<file path="config.mk">
export PLATFORM = sky130hd
export DESIGN_NAME = spec_prefix_adder
export DESIGN_NICKNAME = d
export VERILOG_FILES = /design/src/rtl/spa_pkg.sv /design/src/rtl/spa_hc_tree.sv /design/src/rtl/spa_err_net.sv /design/src/rtl/spa_post.sv /design/src/rtl/spec_prefix_adder.sv
export SDC_FILE = /design/constraint.sdc
export NUM_CORES = 1
export LEC_CHECK = 0
export BUFFER_PORTS_ARGS = -buffer_cell sky130_fd_sc_hd__buf_4
export CORE_MARGIN = 2
export CORE_UTILIZATION = 45
export CTS_BUF_LIST = sky130_fd_sc_hd__clkbuf_8
export CTS_CLUSTER_SIZE = 25
export DETAILED_ROUTE_END_ITERATION = 8
export MAX_ROUTING_LAYER = met4
export PLACE_DENSITY = 0.74
export SYNTH_ARGS = -nofsm -noshare
export SYNTH_HDL_FRONTEND = slang
export SYNTH_HIERARCHICAL = 1
export SYNTH_SLANG_ARGS = --single-unit
</file>
<file path="constraint.sdc">
create_clock -name clk -period 3.3 [get_ports clk]
set_clock_uncertainty 0.1 [all_clocks]
set_input_delay 0.33 -clock clk [delete_from_list [all_inputs] [get_ports clk]]
set_output_delay 0.33 -clock clk [all_outputs]
set_load 0.005 [all_outputs]
</file>
<file path="src/rtl/spa_pkg.sv">
package spa_pkg;

    typedef struct packed {
        logic g;
        logic p;
    } pg_t;

    // Prefix operator: upper group absorbs lower group.
    function automatic pg_t pg_merge(input pg_t hi, input pg_t lo);
        pg_t r;
        r.g = hi.g | (hi.p & lo.g);
        r.p = hi.p & lo.p;
        return r;
    endfunction

endpackage

</file>
<file path="src/rtl/spa_hc_tree.sv">
// Han-Carlson style prefix tree: one Brent-Kung row on odd bits, KS_ROWS
// Kogge-Stone rows on odd bits (distances 2,4,...), one Brent-Kung row
// folding odd groups into even bits.
module spa_hc_tree
    import spa_pkg::*;
#(
    parameter int WIDTH   = 16,
    parameter int KS_ROWS = 3
) (
    input  logic [WIDTH-1:0] g_in,
    input  logic [WIDTH-1:0] p_in,
    output logic [WIDTH-1:0] grp_g
);
    localparam int NLEV = KS_ROWS + 2;

    pg_t lvl [NLEV+1][WIDTH];

    for (genvar i = 0; i < WIDTH; i++) begin : g_init
        assign lvl[0][i] = '{g: g_in[i], p: p_in[i]};
    end

    for (genvar lv = 0; lv < NLEV; lv++) begin : g_row
        localparam int DIST = (lv == 0 || lv == NLEV-1) ? 1 : (1 << lv);
        for (genvar i = 0; i < WIDTH; i++) begin : g_col
            if (lv == NLEV-1) begin : g_last
                if ((i % 2 == 0) && (i >= 2)) begin : g_blk
                    assign lvl[lv+1][i] = pg_merge(lvl[lv][i], lvl[lv][i-1]);
                end else begin : g_wht
                    assign lvl[lv+1][i] = lvl[lv][i];
                end
            end else begin : g_odd
                if ((i % 2 == 1) && (i >= DIST)) begin : g_blk
                    assign lvl[lv+1][i] = pg_merge(lvl[lv][i], lvl[lv][i-DIST]);
                end else begin : g_wht
                    assign lvl[lv+1][i] = lvl[lv][i];
                end
            end
        end
    end

    for (genvar i = 0; i < WIDTH; i++) begin : g_out
        assign grp_g[i] = lvl[NLEV][i].g;
    end

endmodule

</file>
<file path="src/rtl/spa_err_net.sv">
// Flags operand pairs whose truncated carries may be wrong.
module spa_err_net #(
    parameter int WIDTH = 16,
    parameter int WIN   = 8
) (
    input  logic [WIDTH-1:0] g_in,
    input  logic [WIDTH-1:0] p_in,
    output logic             err
);
    logic [WIDTH-1:0] term;

    for (genvar i = 0; i < WIDTH; i++) begin : g_pos
        localparam int LO = (i % 2 == 1) ? (i - WIN + 1) : (i - WIN);
        if (LO > 0) begin : g_chk
            assign term[i] = (&p_in[i:LO]) & (|g_in[LO-1:0]);
        end else begin : g_none
            assign term[i] = 1'b0;
        end
    end

    assign err = |term;

endmodule

</file>
<file path="src/rtl/spa_post.sv">
// Post-processing: sum bits from propagate and incoming carries.
module spa_post #(
    parameter int WIDTH = 16
) (
    input  logic [WIDTH-1:0] p_in,
    input  logic [WIDTH-1:0] carry,
    output logic [WIDTH-1:0] sum,
    output logic             cout
);
    assign sum  = p_in ^ {carry[WIDTH-2:0], 1'b0};
    assign cout = carry[WIDTH-1];
endmodule

</file>
<file path="src/rtl/spec_prefix_adder.sv">
module spec_prefix_adder #(
    parameter int WIDTH = 16,
    parameter int WIN   = WIDTH / 2
) (
    input  logic             clk,
    input  logic             rst,
    input  logic             in_valid,
    input  logic [WIDTH-1:0] in_a,
    input  logic [WIDTH-1:0] in_b,
    output logic             out_valid,
    output logic [WIDTH-1:0] out_sum,
    output logic             out_cout,
    output logic             busy
);
    localparam int FULL_KS = $clog2(WIDTH) - 1;
    localparam int SPEC_KS = $clog2(WIN) - 1;

    typedef struct packed {
        logic             busy;
        logic             vld;
        logic [WIDTH-1:0] sum;
        logic             cout;
        logic [WIDTH-1:0] g_hold;
        logic [WIDTH-1:0] p_hold;
    } st_t;

    st_t st_d, st_q;

    // Pre-processing on the live operands.
    logic [WIDTH-1:0] g_in, p_in;
    assign g_in = in_a & in_b;
    assign p_in = in_a ^ in_b;

    // Speculative path.
    logic [WIDTH-1:0] spec_c, spec_sum;
    logic             spec_cout, spec_err;

    spa_hc_tree #(.WIDTH(WIDTH), .KS_ROWS(SPEC_KS)) u_spec_tree (
        .g_in(g_in), .p_in(p_in), .grp_g(spec_c));
    spa_post #(.WIDTH(WIDTH)) u_spec_post (
        .p_in(p_in), .carry(spec_c), .sum(spec_sum), .cout(spec_cout));
    spa_err_net #(.WIDTH(WIDTH), .WIN(WIN)) u_err (
        .g_in(g_in), .p_in(p_in), .err(spec_err));

    // Correction path on the held generate/propagate values.
    logic [WIDTH-1:0] fix_c, fix_sum;
    logic             fix_cout;

    spa_hc_tree #(.WIDTH(WIDTH), .KS_ROWS(FULL_KS)) u_fix_tree (
        .g_in(st_q.g_hold), .p_in(st_q.p_hold), .grp_g(fix_c));
    spa_post #(.WIDTH(WIDTH)) u_fix_post (
        .p_in(st_q.p_hold), .carry(fix_c), .sum(fix_sum), .cout(fix_cout));

    always_comb begin
        st_d      = st_q;
        st_d.vld  = 1'b0;
        st_d.busy = 1'b0;
        if (st_q.busy) begin
            st_d.vld  = 1'b1;
            st_d.sum  = fix_sum;
            st_d.cout = fix_cout;
        end else if (in_valid) begin
            if (spec_err) begin
                st_d.busy   = 1'b1;
                st_d.g_hold = g_in;
                st_d.p_hold = p_in;
            end else begin
                st_d.vld  = 1'b1;
                st_d.sum  = spec_sum;
                st_d.cout = spec_cout;
            end
        end
    end

    always_ff @(posedge clk) begin
        if (rst) st_q <= '0;
        else     st_q <= st_d;
    end

    assign out_valid = st_q.vld;
    assign out_sum   = st_q.sum;
    assign out_cout  = st_q.cout;
    assign busy      = st_q.busy;

    // an unflagged pair must already be exact on the fast path.
    a_r3_spec_exact: assert property (@(posedge clk) disable iff (rst)
        (in_valid && !busy && !spec_err) |->
            ({spec_cout, spec_sum} == ({1'b0, in_a} + {1'b0, in_b})));

    // a pending correction always completes on the next edge.
    a_r5_fix_next: assert property (@(posedge clk) disable iff (rst)
        busy |=> (out_valid && !busy));

    // corrected result equals the held operands' true sum.
    a_r8_fix_value: assert property (@(posedge clk) disable iff (rst)
        busy |=> ({out_cout, out_sum} ==
                  $past({1'b0, st_q.p_hold} + {st_q.g_hold, 1'b0})));

    // busy is only ever entered from an accepted request.
    a_r6_busy_origin: assert property (@(posedge clk) disable iff (rst)
        $rose(busy) |-> $past(in_valid));

    // result pulse never coincides with a pending correction.
    a_r7_pulse_excl: assert property (@(posedge clk) disable iff (rst)
        !(out_valid && busy));

endmodule

</file>
==> results.yml <==
clock_tree:
  htreeDepth: 2
  cts_buffer_depth: 2
  cts_buffers: 5
  post-cts-setup-buffer-count: 0
  cts.sinks: 51
  clk_latency_ns: 0.32
  clk_pin_slew_ns: 0.10
  cts_root_buffer: "clkbuf_8"
  cts_tree: "yes"
  ctsResizeCount: 0
  cts_hold_buffers: 0
synthesis:
  async_reset_ff_frac: 0
  syn-instance-count: 408
  netlist_top_cells_area: "dfxtp_1 (32%), nand2_1 (9.6%), xor2_1 (8.2%), a21oi_1 (7.9%), ha_1 (6.2%)"
  synth_fp_nets: 459
  synth_top_area_frac: 0.318
  synth_seq_cells: 51
  netlist_area_um2: 3210
  synth_edf_count: 0
  synth_area_leader_cell: "dfxtp_1"
  synth.yosys.warnings: 6
  avgSynthCellArea_um2: 7.88
  ys_types: 45
  seq_area_frac_synth: 0.318
  ys.flop_type: "dfxtp_1"
route:
  vias: 2889
  antenna_left: 0
  drtPass1Iterations: 7
  wirelength_um: 7980
  viasPerCell: 5.47
  routedWlPerCell_um: 15.1
  drc: 0
  drt_iter0_markers: 282
floorplan:
  die_w_um: 88.5
  die_y_um: 88.5
  dieArea_um2: 7830
  start_util: 0.468
  rows: 30
  pin_count: 54
  core_um2: 6870
critical_path:
  crit_family: "compound AO/OA/AOI/OAI gates"
  path_max_fanout: 7
  cp_cell_sequence: "a21o_1 > a31o_1 > a21oi_1 > o21ai_0 > xor2_1 > nor2_1 > a211oi_1"
  crit_arrival_ns: 2.49
  r2r_slack_ns: 0.95
  critical_path.startpoint: "st_q[1]"
  critPathRequiredTime_ns: 3.43
  reg2reg_to: "out_sum[11]"
  worst-r2r-cell-count: 7
  worst-path-buf-inv: 0
  cp_slowest_cell: "a21oi_1"
  slowest_delay_ns: 0.51
  end_kind: "flip-flop"
  r2r-start: "st_q[1]"
  crit_type: "flip-flop to flip-flop"
  start_kind: "flip-flop"
finish:
  syn2layout_area_growth_pct: 13.1
  final_layout_size_suffix_gt1_frac: 0.164
  nets: 482
  diodes: 0
timing:
  slew_headroom: 0.427
  fin_crit_sh: 0.713
  rsz0062_at_grt: "no"
  finalHoldViolCount: 0
  tightestPinTransition_ns: 0.854
  report.final.slew_viol_count: 0
  finalHoldWorstSlack_ns: 0.331
  max_freq_ghz: 0.425
  setup_violations: 0
  period_minus_slack_ns: 2.35
  fin_setup_tns_ns: 0
placed_design:
  place.gp.congestion: 0.964
  hpwl_um: 6100
  io_buffers: 53
run_status:
  status: "complete, no violations"
power:
  powerDensity_nw_per_um2: 393
  irDropWorstVdd_v: 0.000167
  p_leak_nw: 1.63
grt:
  grt_pass1_wl_um: 13200
  grt_pass1_vias: 2666
  antenna_found_initial: 0
  overflow: 0
  grt_start_max_net_pins: 52
  gr-usage-all-layers: 0.224
hold_path:
  hold_class: "primary input to flip-flop"
  hp-start: "in_b[0]"
  min_to: "st_q[0]"
  hold_depth: 4
flow_run:
  drv_cap: 0
==> where the power goes <==
part	switching, W	leakage [nW]	internal (W)
clock network	0.000230	0.0548	0.000229
registers	0.0000151	0.414	0.000642
logic	0.000160	1.16	0.000153
==> cell usage in the layout (no fill, tap or decap), types with 3 or more instances in the layout <==
cell,netlist,final
nor2_1,28,28
inv_1,7,7
o211ai_1,3,3
clkbuf_8,0,5
nand3_1,5,5
xor2_1,30,30
nand2_1,82,82
dfxtp_1,51,51
o21ai_0,12,12
a211oi_1,19,19
mux2i_1,17,17
buf_4,22,54
a21o_1,10,10
and2_1,3,3
ha_1,16,16
o21bai_1,4,4
a21oi_1,51,51
==> flip-flops by register name, summed over array words and instances, names as in the netlist <==
signal     count
st_q          32
out_cout       1
out_sum       16
busy           1
out_valid      1
==> stage by stage <==
stage,area (um^2),worst slack [ns],instances,utilization,power (W)
final,3630,0.946,528,0.529,0.00143
after global routing,3630,0.794,528,0.529,0.00150
after CTS,3630,1.01,528,0.529,0.00143
after detailed placement,3520,0.766,520,0.512,0.000984
after global placement,3520,0.804,520,0.512,0.000980
after floorplan,3210,1.19,408,-,0.000901
==> synth_stat cells (all sizes together) (3+ instances only) <==
master	count
nand2	82
a21oi	53
dfxtp	51
xor2	30
nor2	28
buf	27
a211oi	19
mux2i	17
ha	16
clkbuf	13
o21ai	12
a21o	10
inv	8
nand3	5
o21bai	4
and2	3
nor4	3
o211ai	3
==> layout make-up <==
cell class | count | area (um^2)
Inverter | 9 | 33.8
Clock inverter | 3 | 46.3
Sequential cell | 51 | 1020
Timing Repair Buffer | 56 | 445
Tap cell | 96 | 120
Fill cell | 654 | 3230
Multi-Input combinational cell | 308 | 1900
Clock buffer | 5 | 68.8
==> cell families (layout without fill, tap and decap cells) <==
group | after synthesis | in the layout | share of synthesized area
simple gates | 131 | 131 | 0.170
compound gates | 114 | 114 | 0.224
flops | 51 | 51 | 0.318
buf+inv | 49 | 73 | 0.0915
xor+xnor | 30 | 30 | 0.0817
mux | 17 | 17 | 0.0529
fa+ha+maj | 16 | 16 | 0.0623
==> layer usage <==
layer / vias up / share of wire / global-route usage
met5: - / 0 / -
met4: 0 / 0.018 / 0.0634
met3: 16 / 0.059 / 0.0345
met2: 99 / 0.46 / 0.337
met1: 1333 / 0.47 / 0.312
li1: 1441 / - / -
==> tightest hold or removal path, delay by kind of cell <==
family	cells	cell delay (ns)
simple gates	1	0.06
compound gates	1	0.11
fa+ha+maj	1	0.14
buf+inv	1	0.08
==> how the worst max path moves through the flow <==
stage / slack, ns / cells after the start / endpoint
6_report: 0.95 / 7 / out_sum[11]
5_1_grt: 0.79 / 7 / out_sum[10]
4_1_cts: 1.01 / 7 / out_sum[11]
3_5_place_dp: 0.77 / 9 / st_q[3]
3_3_place_gp: 0.80 / 9 / out_sum[13]
2_1_floorplan: 1.19 / 9 / out_cout
No activity file was read; power rests on OpenSTA's default activity.
